`config.mk`:
```
export PLATFORM = sky130hd
export DESIGN_NAME = core_irq_ctrl
export DESIGN_NICKNAME = d
export VERILOG_FILES = /design/src/rtl/core_irq_pkg.sv /design/src/rtl/core_irq_regs.sv /design/src/rtl/core_irq_pending.sv /design/src/rtl/core_irq_arbiter.sv /design/src/rtl/core_irq_ctrl.sv
export SDC_FILE = /design/constraint.sdc
export NUM_CORES = 1
export LEC_CHECK = 0
export BUFFER_PORTS_ARGS = -buffer_cell sky130_fd_sc_hd__buf_2
export CAP_MARGIN = 15
export CORE_MARGIN = 2
export CORE_UTILIZATION = 59
export DETAILED_ROUTE_END_ITERATION = 8
export GPL_TIMING_DRIVEN = 0
export PLACE_DENSITY_LB_ADDON = 0.1
export SLEW_MARGIN = 20
export SYNTH_ARGS = -nofsm -noshare
export SYNTH_HDL_FRONTEND = slang
export SYNTH_HIERARCHICAL = 1
export SYNTH_SLANG_ARGS = --single-unit
```
`constraint.sdc`:
```
create_clock -name clk -period 11.2 [get_ports clk]
set_input_delay 0.56 -clock clk [delete_from_list [all_inputs] [get_ports clk]]
set_output_delay 0.56 -clock clk [all_outputs]
set_load 0.02 [all_outputs]
```
`src/rtl/core_irq_pkg.sv`:
```
package core_irq_pkg;
  // register word addresses; priority words follow from PRIO_BASE upward
  localparam int unsigned ADDR_EN    = 0;
  localparam int unsigned ADDR_SET   = 1;
  localparam int unsigned ADDR_CLR   = 2;
  localparam int unsigned ADDR_THR   = 3;
  localparam int unsigned PRIO_BASE  = 4;
endpackage

```
`src/rtl/core_irq_regs.sv`:
```
module core_irq_regs
  import core_irq_pkg::*;
#(
  parameter int NSRC = 32,
  parameter int PW   = 4,
  parameter int AW   = 3
) (
  input  logic                 clk,
  input  logic                 rst,
  input  logic                 wr,
  input  logic [AW-1:0]        addr,
  input  logic [NSRC-1:0]      wdata,
  input  logic [NSRC-1:0]      pend_q,
  output logic [NSRC-1:0]      en_q,
  output logic [PW-1:0]        thr_q,
  output logic [NSRC*PW-1:0]   prio_q,
  output logic [NSRC-1:0]      sw_set,
  output logic [NSRC-1:0]      sw_clr,
  output logic [NSRC-1:0]      rdata
);
  localparam int DW  = NSRC;
  localparam int SPW = DW / PW;     // sources per priority word
  localparam int NPW = NSRC / SPW;  // number of priority words

  logic          hit_en, hit_thr, hit_prio;
  logic [AW-1:0] widx;
  logic [DW-1:0] rd_n;

  always_comb begin
    widx     = addr - AW'(PRIO_BASE);
    hit_en   = (addr == AW'(ADDR_EN));
    hit_thr  = (addr == AW'(ADDR_THR));
    hit_prio = (addr >= AW'(PRIO_BASE)) && (int'(widx) < NPW);
    sw_set   = (wr && addr == AW'(ADDR_SET)) ? wdata : '0;
    sw_clr   = (wr && addr == AW'(ADDR_CLR)) ? wdata : '0;
  end

  always_ff @(posedge clk) begin
    if (rst) begin
      en_q   <= '0;
      thr_q  <= '0;
      prio_q <= '0;
    end else if (wr) begin
      if (hit_en)   en_q  <= wdata;
      if (hit_thr)  thr_q <= wdata[PW-1:0];
      if (hit_prio) prio_q[int'(widx)*DW +: DW] <= wdata;
    end
  end

  always_comb begin
    rd_n = '0;
    if (hit_en)
      rd_n = en_q;
    else if (addr == AW'(ADDR_SET) || addr == AW'(ADDR_CLR))
      rd_n = pend_q;
    else if (hit_thr)
      rd_n = {{(DW-PW){1'b0}}, thr_q};
    else if (hit_prio)
      rd_n = prio_q[int'(widx)*DW +: DW];
  end

  always_ff @(posedge clk) begin
    if (rst) rdata <= '0;
    else     rdata <= rd_n;
  end


  en_wr_chk: assert property (@(posedge clk) disable iff (rst)
    (wr && addr == AW'(ADDR_EN)) |=> (en_q == $past(wdata)));


  thr_wr_chk: assert property (@(posedge clk) disable iff (rst)
    (wr && addr == AW'(ADDR_THR)) |=> (thr_q == $past(wdata[PW-1:0])));
endmodule

```
`src/rtl/core_irq_pending.sv`:
```
module core_irq_pending #(
  parameter int NSRC = 32,
  parameter int NHW  = 8,
  parameter int IDW  = 5
) (
  input  logic            clk,
  input  logic            rst,
  input  logic [NHW-1:0]  hw_irq,
  input  logic [NSRC-1:0] sw_set,
  input  logic [NSRC-1:0] sw_clr,
  input  logic            ack,
  input  logic [IDW-1:0]  ack_id,
  output logic [NSRC-1:0] pend_q
);
  logic [NSRC-1:0] hw_vec;
  logic [NSRC-1:0] ack_vec;
  logic [NSRC-1:0] raise;

  for (genvar i = 0; i < NSRC; i++) begin : g_src
    if (i < NHW) begin : g_wired
      assign hw_vec[i] = hw_irq[i];
    end else begin : g_soft
      assign hw_vec[i] = 1'b0;
    end
    assign ack_vec[i] = ack && (ack_id == IDW'(i));
  end

  // raising beats clearing on the same source in the same cycle
  assign raise = sw_set | hw_vec;

  always_ff @(posedge clk) begin
    if (rst) pend_q <= '0;
    else     pend_q <= (pend_q & ~(sw_clr | ack_vec)) | raise;
  end


  hw_sets_chk: assert property (@(posedge clk) disable iff (rst)
    (|hw_vec) |=> ((pend_q & $past(hw_vec)) == $past(hw_vec)));


  ack_clears_chk: assert property (@(posedge clk) disable iff (rst)
    (ack && !raise[ack_id]) |=> !pend_q[$past(ack_id)]);
endmodule

```
`src/rtl/core_irq_arbiter.sv`:
```
module core_irq_arbiter #(
  parameter int NSRC = 32,
  parameter int PW   = 4,
  parameter int IDW  = 5
) (
  input  logic               clk,
  input  logic               rst,
  input  logic [NSRC-1:0]    pend_q,
  input  logic [NSRC-1:0]    en_q,
  input  logic [NSRC*PW-1:0] prio_q,
  input  logic [PW-1:0]      thr_q,
  output logic               irq_req,
  output logic [IDW-1:0]     irq_id,
  output logic [PW-1:0]      irq_prio
);
  // NSRC must be a power of two for the pairwise reduction
  localparam int LG = $clog2(NSRC);

  logic [PW-1:0]  cand_p [NSRC];
  logic [PW-1:0]  tp     [NSRC];
  logic [IDW-1:0] ti     [NSRC];

  for (genvar i = 0; i < NSRC; i++) begin : g_cand
    assign cand_p[i] = (pend_q[i] && en_q[i]) ? prio_q[i*PW +: PW] : '0;
  end

  // in-place pairwise reduction; the upper half wins only when strictly higher
  always_comb begin
    for (int n = 0; n < NSRC; n++) begin
      tp[n] = cand_p[n];
      ti[n] = IDW'(n);
    end
    for (int l = 0; l < LG; l++) begin
      for (int n = 0; n < NSRC/2; n++) begin
        if (n < (NSRC >> (l+1))) begin
          if (tp[2*n+1] > tp[2*n]) begin
            tp[n] = tp[2*n+1];
            ti[n] = ti[2*n+1];
          end else begin
            tp[n] = tp[2*n];
            ti[n] = ti[2*n];
          end
        end
      end
    end
  end

  always_ff @(posedge clk) begin
    if (rst) begin
      irq_req  <= 1'b0;
      irq_id   <= '0;
      irq_prio <= '0;
    end else begin
      irq_req  <= (tp[0] > thr_q);
      irq_id   <= ti[0];
      irq_prio <= tp[0];
    end
  end


  above_thr_chk: assert property (@(posedge clk) disable iff (rst)
    irq_req |-> (irq_prio > $past(thr_q)));

  for (genvar i = 0; i < NSRC; i++) begin : g_max

    winner_max_chk: assert property (@(posedge clk) disable iff (rst)
      irq_req |-> ($past(cand_p[i]) <= irq_prio));
  end
endmodule

```
`src/rtl/core_irq_ctrl.sv`:
```
module core_irq_ctrl
  import core_irq_pkg::*;
#(
  parameter int NSRC = 32,
  parameter int PW   = 4,
  parameter int NHW  = 8,
  localparam int IDW = $clog2(NSRC),
  localparam int NPW = (NSRC * PW) / NSRC,
  localparam int AW  = $clog2(PRIO_BASE + NPW)
) (
  input  logic            clk,
  input  logic            rst,
  input  logic [NHW-1:0]  hw_irq,
  input  logic            reg_wr,
  input  logic [AW-1:0]   reg_addr,
  input  logic [NSRC-1:0] reg_wdata,
  output logic [NSRC-1:0] reg_rdata,
  input  logic            ack,
  input  logic [IDW-1:0]  ack_id,
  output logic            irq_req,
  output logic [IDW-1:0]  irq_id,
  output logic [PW-1:0]   irq_prio
);
  logic [NSRC-1:0]    pend_q, en_q, sw_set, sw_clr;
  logic [PW-1:0]      thr_q;
  logic [NSRC*PW-1:0] prio_q;

  core_irq_regs #(.NSRC(NSRC), .PW(PW), .AW(AW)) u_regs (
    .clk(clk), .rst(rst), .wr(reg_wr), .addr(reg_addr), .wdata(reg_wdata),
    .pend_q(pend_q), .en_q(en_q), .thr_q(thr_q), .prio_q(prio_q),
    .sw_set(sw_set), .sw_clr(sw_clr), .rdata(reg_rdata)
  );

  core_irq_pending #(.NSRC(NSRC), .NHW(NHW), .IDW(IDW)) u_pend (
    .clk(clk), .rst(rst), .hw_irq(hw_irq), .sw_set(sw_set), .sw_clr(sw_clr),
    .ack(ack), .ack_id(ack_id), .pend_q(pend_q)
  );

  core_irq_arbiter #(.NSRC(NSRC), .PW(PW), .IDW(IDW)) u_arb (
    .clk(clk), .rst(rst), .pend_q(pend_q), .en_q(en_q), .prio_q(prio_q),
    .thr_q(thr_q), .irq_req(irq_req), .irq_id(irq_id), .irq_prio(irq_prio)
  );
endmodule

```
==> results.sh, run 1 <==
export IMPL_outcome="complete, no violations"
export IMPL_timing_slew_headroom_pct=35.9
export IMPL_mappedNetlistArea_um2=17100
export IMPL_timing_critical_path_slowest_cell_delay_ps=520
export IMPL_total_nets_after_synthesis=2198
export IMPL_synth_compound_area_share_pct=21.4
export IMPL_syn_inst=2037
export IMPL_worst_skew_pair_later_pin_latency_ps=590
export IMPL_cts_hold_fix_buffers=0
export IMPL_first_iter_violations=2359
export IMPL_yosys_top_cells_area="sky130_fd_sc_hd__dfxtp_1, sky130_fd_sc_hd__ha_1, sky130_fd_sc_hd__mux2i_1"
export IMPL_track_usage_pct=40.7
export IMPL_internal_power_w=0.00146
export IMPL_hold_viol=0
export IMPL_hold_class="in2reg"
export IMPL_fraction_of_registers_with_async_set_or_reset_after_synthesis_pct=0
export IMPL_combinationalPowerShare_pct=9.6
export IMPL_final_util_pct=66.1
export IMPL_switching_share_pct=27.2
export IMPL_fin_worst_skew_ps=25.9
export IMPL_ant_nets=0
export IMPL_initial_utilization_pct=59.7
export IMPL_io_buffers=89
export IMPL_place_gp_congestion=1.03
export IMPL_timing_fmax_mhz=101
export IMPL_multiplexer_share_of_the_synthesized_area_pct=12.0
export IMPL_htree_num_levels=1
export IMPL_clk_pin_slew_worst_paths_ps=60
export IMPL_synth_edf_count=0
export IMPL_tightestPinTransition_ps=935
export IMPL_post_cts_setup_buffer_count=0
export IMPL_power_net_switching_w=0.000543
export IMPL_clk_path_buf_depth=3
export IMPL_synthSimpleGateAreaFrac_pct=24.0
export IMPL_worst_path_max_delay_cell="sky130_fd_sc_hd__dfxtp_1"
export IMPL_synth_distinct_cells=106
export IMPL_setup_tns_ps=0
export IMPL_pwr_dens_nw_per_um2=106
export IMPL_wire_per_inst_um=24.8
export IMPL_post_synth_fa_ha_maj_area_fraction_pct=8.29
export IMPL_dp_hpwl_mm=49.2
export IMPL_p_seq_share_pct=44.1
export IMPL_place_inst=2510
export IMPL_horizontal_extent_of_the_die_um=174
export IMPL_drive_above_1_share_pct=14.7
export IMPL_clock_tree_root_cell="sky130_fd_sc_hd__clkbuf_16"
export IMPL_overflow=0
export IMPL_worst_setup_path_end_kind="flip-flop"
export IMPL_first_pass_grt_wire_length_mm=94.4
export IMPL_cts_made_buffers=28
export IMPL_leakagePower_nw=7.92
export IMPL_setup_worst_path_start_class="flip-flop"
export IMPL_ir_drop_uv=112
export IMPL_synth_largest_area_cell="sky130_fd_sc_hd__dfxtp_1"
export IMPL_fin_cells=2559
export IMPL_dieArea_um2=30300
export IMPL_cell_seen_most_often_among_critical_path_stages="sky130_fd_sc_hd__ha_1"
export IMPL_worstSetupPathType="reg2reg"
export IMPL_drv_cap=0
export IMPL_grt_met3_usage_pct=8.14
export IMPL_post_cts_resized_instances=0
export IMPL_globalRoute_busiestLayer="met2"
export IMPL_critical_path_top_delay_family="compound AO/OA/AOI/OAI gates"
export IMPL_synth_yosys_seq_area_share_pct=27.9
export IMPL_layout_nets=2317
export IMPL_worstPathBufferInverterCount=2
export IMPL_synth_warnings=6
export IMPL_synth_seq_cells=238
export IMPL_final_min_period_over_clock_period_pct=88.4
export IMPL_first_global_vias=15854
export IMPL_ioPinCount=94
export IMPL_clock_sinks=238
export IMPL_critical_path_max_fanout=10
export IMPL_dieHeight_um=174
export IMPL_finalCriticalPeriod_ps=9910
export IMPL_syn_area_per_cell_um2=8.38
export IMPL_dr_total_vias=17177
export IMPL_grt_max_degree=17
export IMPL_largest_family_of_logic_cells_by_synthesized_area="simple AND/OR/NAND/NOR gates"
export IMPL_drt_first_pass_iters=8
export IMPL_top_cell_type_s_share_of_synthesized_area_pct=27.9
export IMPL_post_dp_cell_area_um2=18000
export IMPL_drcViolationCount=0
export IMPL_layout_area_overhead_vs_synth_pct=10.8
export IMPL_cp_data_arrival_time_ps=10360
export IMPL_finalInstanceArea_um2=18900
export IMPL_rows=62
export IMPL_antenna_found_initial=3
export IMPL_setup_viol_count_final=0
export IMPL_grt_util_met2_pct=62.7
export IMPL_placeableCoreArea_um2=28600
export IMPL_synthXorXnorAreaFrac_pct=0.359
export IMPL_timing_max_transition_violations_final=0
export IMPL_clock_power_share_pct=46.4
export IMPL_tritoncts="built"
export IMPL_postRouteWirelength_mm=63.6
export IMPL_gr_usage_met1_pct=53.0
export IMPL_drt_vias_per_instance=6.71
export IMPL_yosys_most_used_dff="sky130_fd_sc_hd__dfxtp_1"
export IMPL_total_power_w=0.00200
export IMPL_worst_endpoint_required_ps=11650
export IMPL_grt_setup_unrepaired="false"
[layout make-up]
class / instances / area [µm²]
Clock buffer: 39 / 792
Timing Repair Buffer: 89 / 445
Tap cell: 384 / 480
Fill cell: 2407 / 9700
Antenna cell: 1 / 2.50
Inverter: 123 / 462
Buffer: 120 / 567
Clock inverter: 9 / 126
Multi-Input combinational cell: 1556 / 11300
Sequential cell: 238 / 4760
[per-layer routing]
| layer | up-vias | routed length (µm) |
|---|---|---|
| met5 | - | 16 |
| met4 | 2 | 4390 |
| met3 | 235 | 7000 |
| met2 | 1088 | 27100 |
| met1 | 8093 | 25000 |
| li1 | 7759 | - |
[power by group through the flow]
stage	clock, W	sequential (W)	combinational (W)
floorplan	0	0.000894	0.000102
global placement	0	0.000898	0.000178
detailed placement	0	0.000898	0.000181
CTS	0.000926	0.000880	0.000182
global route	0.000963	0.000881	0.000197
finish	0.000927	0.000881	0.000191
[synth_stat cells (16+ instances only)]
library cell	count
sky130_fd_sc_hd__dfxtp_1	238
sky130_fd_sc_hd__nand2_1	211
sky130_fd_sc_hd__nand3_1	161
sky130_fd_sc_hd__a21oi_1	146
sky130_fd_sc_hd__inv_1	120
sky130_fd_sc_hd__ha_1	109
sky130_fd_sc_hd__o21ai_0	97
sky130_fd_sc_hd__mux2i_1	96
sky130_fd_sc_hd__clkbuf_1	75
sky130_fd_sc_hd__and2_1	74
sky130_fd_sc_hd__nor2_1	58
sky130_fd_sc_hd__nand2b_1	44
sky130_fd_sc_hd__nor2b_1	42
sky130_fd_sc_hd__nor3_1	37
sky130_fd_sc_hd__and3_1	36
sky130_fd_sc_hd__a221oi_1	35
sky130_fd_sc_hd__mux2_2	33
sky130_fd_sc_hd__a221oi_2	30
sky130_fd_sc_hd__buf_2	30
sky130_fd_sc_hd__mux4_2	28
sky130_fd_sc_hd__nand4_1	25
sky130_fd_sc_hd__o21ai_1	21
sky130_fd_sc_hd__a41o_1	20
sky130_fd_sc_hd__o311a_1	17
sky130_fd_sc_hd__nor3b_1	16
[final timing paths]
path	start	end	slack (ps)	cells after the start
setup / recovery	u_pend/pend_q[30]	u_arb/irq_req	1290	38
hold / removal	reg_wdata[15]	u_regs/en_q[15]	290	3
setup reg to reg	u_pend/pend_q[30]	u_arb/irq_req	1290	38
hold reg to reg	u_regs/prio_q[58]	u_regs/prio_q[58]	490	2
[through the flow]
| step | hold slack, ps | worst slack [ps] |
|---|---|---|
| floorplan | 440 | 2910 |
| global placement | 461 | 1760 |
| detailed placement | 468 | 1560 |
| CTS | 294 | 1540 |
| global route | 311 | 675 |
| finish | 291 | 1290 |
[state kept, by name, summed over array words and instances, names as in the netlist]
| signal | count |
|---|---|
| u_arb/irq_id | 5 |
| u_arb/irq_prio | 4 |
| u_arb/irq_req | 1 |
| u_pend/pend_q | 32 |
| u_regs/en_q | 32 |
| u_regs/prio_q | 128 |
| u_regs/rdata | 32 |
| u_regs/thr_q | 4 |
[logic make-up (layout without fill, tap and decap cells)]
kind of cell / count (synthesis) / in the layout
simple gates: 767 / 767
compound gates: 505 / 505
buf+inv: 243 / 380
flops: 238 / 238
mux: 163 / 163
fa+ha+maj: 114 / 114
xor+xnor: 7 / 7
other cells: 0 / 1
[placed cells by master, fill, tap and decap left out, types with 17 or more instances in the layout]
| cell type | n |
|---|---|
| sky130_fd_sc_hd__a21oi_1 | 146 |
| sky130_fd_sc_hd__a221oi_1 | 35 |
| sky130_fd_sc_hd__nor2_1 | 58 |
| sky130_fd_sc_hd__mux4_2 | 28 |
| sky130_fd_sc_hd__nor2b_1 | 42 |
| sky130_fd_sc_hd__a221oi_2 | 30 |
| sky130_fd_sc_hd__mux2i_1 | 96 |
| sky130_fd_sc_hd__clkbuf_1 | 81 |
| sky130_fd_sc_hd__buf_2 | 119 |
| sky130_fd_sc_hd__nor3_1 | 37 |
| sky130_fd_sc_hd__o21ai_0 | 97 |
| sky130_fd_sc_hd__nand4_1 | 25 |
| sky130_fd_sc_hd__nand3_1 | 161 |
| sky130_fd_sc_hd__nand2b_1 | 44 |
| sky130_fd_sc_hd__o311a_1 | 17 |
| sky130_fd_sc_hd__ha_1 | 109 |
| sky130_fd_sc_hd__o21ai_1 | 21 |
| sky130_fd_sc_hd__clkbuf_16 | 28 |
| sky130_fd_sc_hd__dfxtp_1 | 238 |
| sky130_fd_sc_hd__and2_1 | 74 |
| sky130_fd_sc_hd__mux2_2 | 33 |
| sky130_fd_sc_hd__a41o_1 | 20 |
| sky130_fd_sc_hd__and3_1 | 36 |
| sky130_fd_sc_hd__inv_1 | 120 |
| sky130_fd_sc_hd__nand2_1 | 211 |
[worst min-delay path, cell delays in order]
cell and delay [ps]:
sky130_fd_sc_hd__buf_2 150, sky130_fd_sc_hd__nand2_1 70, sky130_fd_sc_hd__a21oi_1 50
Note: power is estimated with default switching activity, not from simulation.
==> run 2: changes to the inputs <==
--- a/config.mk
+++ b/config.mk
@@ -5,7 +5,8 @@
 export SDC_FILE = /design/constraint.sdc
 export NUM_CORES = 1
 export LEC_CHECK = 0
-export BUFFER_PORTS_ARGS = -buffer_cell sky130_fd_sc_hd__buf_2
+export ABC_CLOCK_PERIOD_IN_PS = 10700
+export BUFFER_PORTS_ARGS = -buffer_cell sky130_fd_sc_hd__clkbuf_2
 export CAP_MARGIN = 15
 export CORE_MARGIN = 2
 export CORE_UTILIZATION = 59
==> constraint.sdc (replaced) <==
create_clock -name clk -period 10.7 [get_ports clk]
set_input_delay 0.535 -clock clk [delete_from_list [all_inputs] [get_ports clk]]
set_output_delay 0.535 -clock clk [all_outputs]
set_load 0.02 [all_outputs]
==> run 2 against run 1 <==
Compared with the run above: sequential share of layout area is 0.18 points lower; clock-buffer cell count is 6 lower; first-iteration DRC count is 10% lower; hold slack better by 3.2 ps; fmax is 1.4% higher; power is 11% higher; critical path depth is 1 higher; worst setup slack worse by 370 ps; non-clock buffer count stayed put; global-route usage is 0.31 points lower; die area stayed put; core utilization is 0.47 points higher; critical endpoint unchanged; largest cell class unchanged; largest power group unchanged; highest routed layer is now met4.
==> results.sh, run 2 (synthesized netlist as in run 1, its figures left out) <==
export IMPL_outcome="complete, no violations"
export IMPL_grt_max_degree=17
export IMPL_insertedDiodeCount=0
export IMPL_worstSetupPathType="reg2reg"
export IMPL_post_cts_setup_buffer_count=0
export IMPL_worst_path_max_delay_cell="sky130_fd_sc_hd__dfxtp_1"
export IMPL_initial_utilization_pct=59.7
export IMPL_track_usage_pct=40.4
export IMPL_antenna_found_initial=0
export IMPL_ant_nets=0
export IMPL_pwr_dens_nw_per_um2=116
export IMPL_timing_fmax_mhz=102
export IMPL_hold_class="in2reg"
export IMPL_critical_path_top_delay_family="compound AO/OA/AOI/OAI gates"
export IMPL_tightestPinTransition_ps=955
export IMPL_internal_power_w=0.00163
export IMPL_setup_worst_path_start_class="flip-flop"
export IMPL_cp_data_arrival_time_ps=10230
export IMPL_clock_tree_root_cell="sky130_fd_sc_hd__clkbuf_16"
export IMPL_combinationalPowerShare_pct=9.0
export IMPL_overflow=0
export IMPL_final_min_period_over_clock_period_pct=91.3
export IMPL_drt_first_pass_iters=7
export IMPL_clk_pin_slew_worst_paths_ps=60
export IMPL_setup_tns_ps=0
export IMPL_final_fill_count=2461
export IMPL_worst_endpoint_required_ps=11160
export IMPL_drv_cap=0
export IMPL_placeableCoreArea_um2=28600
export IMPL_post_cts_resized_instances=0
export IMPL_timing_slew_headroom_pct=35.6
export IMPL_layout_nets=2317
export IMPL_worst_skew_pair_later_pin_latency_ps=580
export IMPL_final_common_cell="sky130_fd_sc_hd__dfxtp_1"
export IMPL_ioPinCount=94
export IMPL_total_power_w=0.00221
export IMPL_finalCriticalPeriod_ps=9770
export IMPL_rows=62
export IMPL_cell_seen_most_often_among_critical_path_stages="sky130_fd_sc_hd__ha_1"
export IMPL_layout_area_overhead_vs_synth_pct=11.6
export IMPL_wire_per_inst_um=24.6
export IMPL_largest_register_ffs=128
export IMPL_most_frequent_cells_in_the_layout="sky130_fd_sc_hd__dfxtp_1, sky130_fd_sc_hd__nand2_1, sky130_fd_sc_hd__nand3_1"
export IMPL_ir_drop_uv=130
export IMPL_horizontal_extent_of_the_die_um=174
export IMPL_critical_path_max_fanout=10
export IMPL_hold_viol=0
export IMPL_clk_path_buf_depth=3
export IMPL_postRouteWirelength_mm=63.0
export IMPL_drive_above_1_share_pct=15.0
export IMPL_power_net_switching_w=0.000583
export IMPL_clock_sinks=238
export IMPL_dr_total_vias=17130
export IMPL_dieHeight_um=174
export IMPL_io_buffers=89
export IMPL_htree_num_levels=1
export IMPL_first_global_vias=15890
export IMPL_switching_share_pct=26.4
export IMPL_leakagePower_nw=7.96
export IMPL_drt_vias_per_instance=6.69
export IMPL_first_iter_violations=2122
export IMPL_clock_power_share_pct=49.3
export IMPL_tritoncts="built"
export IMPL_max_flop_register="u_regs/prio_q"
export IMPL_grt_setup_unrepaired="false"
export IMPL_worstPathBufferInverterCount=4
export IMPL_dieArea_um2=30300
export IMPL_worst_setup_path_end_kind="flip-flop"
export IMPL_p_seq_share_pct=41.7
export IMPL_place_gp_congestion=1.03
export IMPL_cts_hold_fix_buffers=0
export IMPL_fin_worst_skew_ps=27.9
export IMPL_first_pass_grt_wire_length_mm=93.7
export IMPL_setup_viol_count_final=0
export IMPL_timing_critical_path_slowest_cell_delay_ps=520
export IMPL_cts_made_buffers=28
export IMPL_timing_max_transition_violations_final=0
export IMPL_drcViolationCount=0
export IMPL_dp_hpwl_mm=49.1
run 2: final timing paths:
path / from / end / slack, ps / cells after the start
setup / recovery: u_pend/pend_q[30] / u_arb/irq_req / 930 / 39
hold / removal: hw_irq[4] / u_pend/pend_q[4] / 290 / 3
setup reg to reg: u_pend/pend_q[30] / u_arb/irq_req / 930 / 39
hold reg to reg: u_regs/prio_q[56] / u_regs/prio_q[56] / 490 / 2
run 2: power groups by stage:
| stage | combinational, W | sequential [W] | clock (W) |
|---|---|---|---|
| 6_report | 0.000198 | 0.000922 | 0.00109 |
| 5_1_grt | 0.000205 | 0.000922 | 0.00113 |
| 4_1_cts | 0.000189 | 0.000921 | 0.00109 |
| 3_5_place_dp | 0.000188 | 0.000940 | 0 |
| 3_3_place_gp | 0.000186 | 0.000940 | 0 |
| 2_1_floorplan | 0.000107 | 0.000936 | 0 |
run 2: worst reg2reg max path: cells and delay by family (launching register included):
kind	cells	cell delay, ps
AND/OR/NAND/NOR	9	1840
buffers and inverters	4	760
multiplexers	3	1000
AO/OA/AOI/OAI	17	3740
flip-flops	1	520
adder cells (fa/ha/maj)	6	1820
run 2: area by class of cell:
type | instances | area, µm² | area share [%]
Clock buffer | 33 | 739 | 3.88
Multi-Input combinational cell | 1556 | 11300 | 59.2
Sequential cell | 238 | 4760 | 25.0
Inverter | 123 | 462 | 2.42
Clock inverter | 19 | 315 | 1.65
Buffer | 120 | 567 | 2.97
Tap cell | 384 | 480 | 2.52
Timing Repair Buffer | 89 | 445 | 2.34
run 2: metal layers:
metal / part of all wire (%) / GRT usage, % / vias up
met4: 6.6 / 21.6 / 0
met5: 0 / 0 / -
met1: 39 / 52.3 / 8076
met3: 11 / 8.53 / 212
li1: - / - / 7768
met2: 43 / 63.4 / 1074
run 2: metrics by stage:
stage	cell area (µm²)	hold slack, ps	setup slack (ps)	instances	util (%)
after detailed placement	18000	469	1110	2510	62.9
after global placement	18000	459	1290	2510	62.9
after floorplan	17100	440	2410	2037	-
final	19100	294	928	2562	66.6
after global routing	19100	298	157	2562	66.6
after CTS	19100	284	1050	2562	66.6
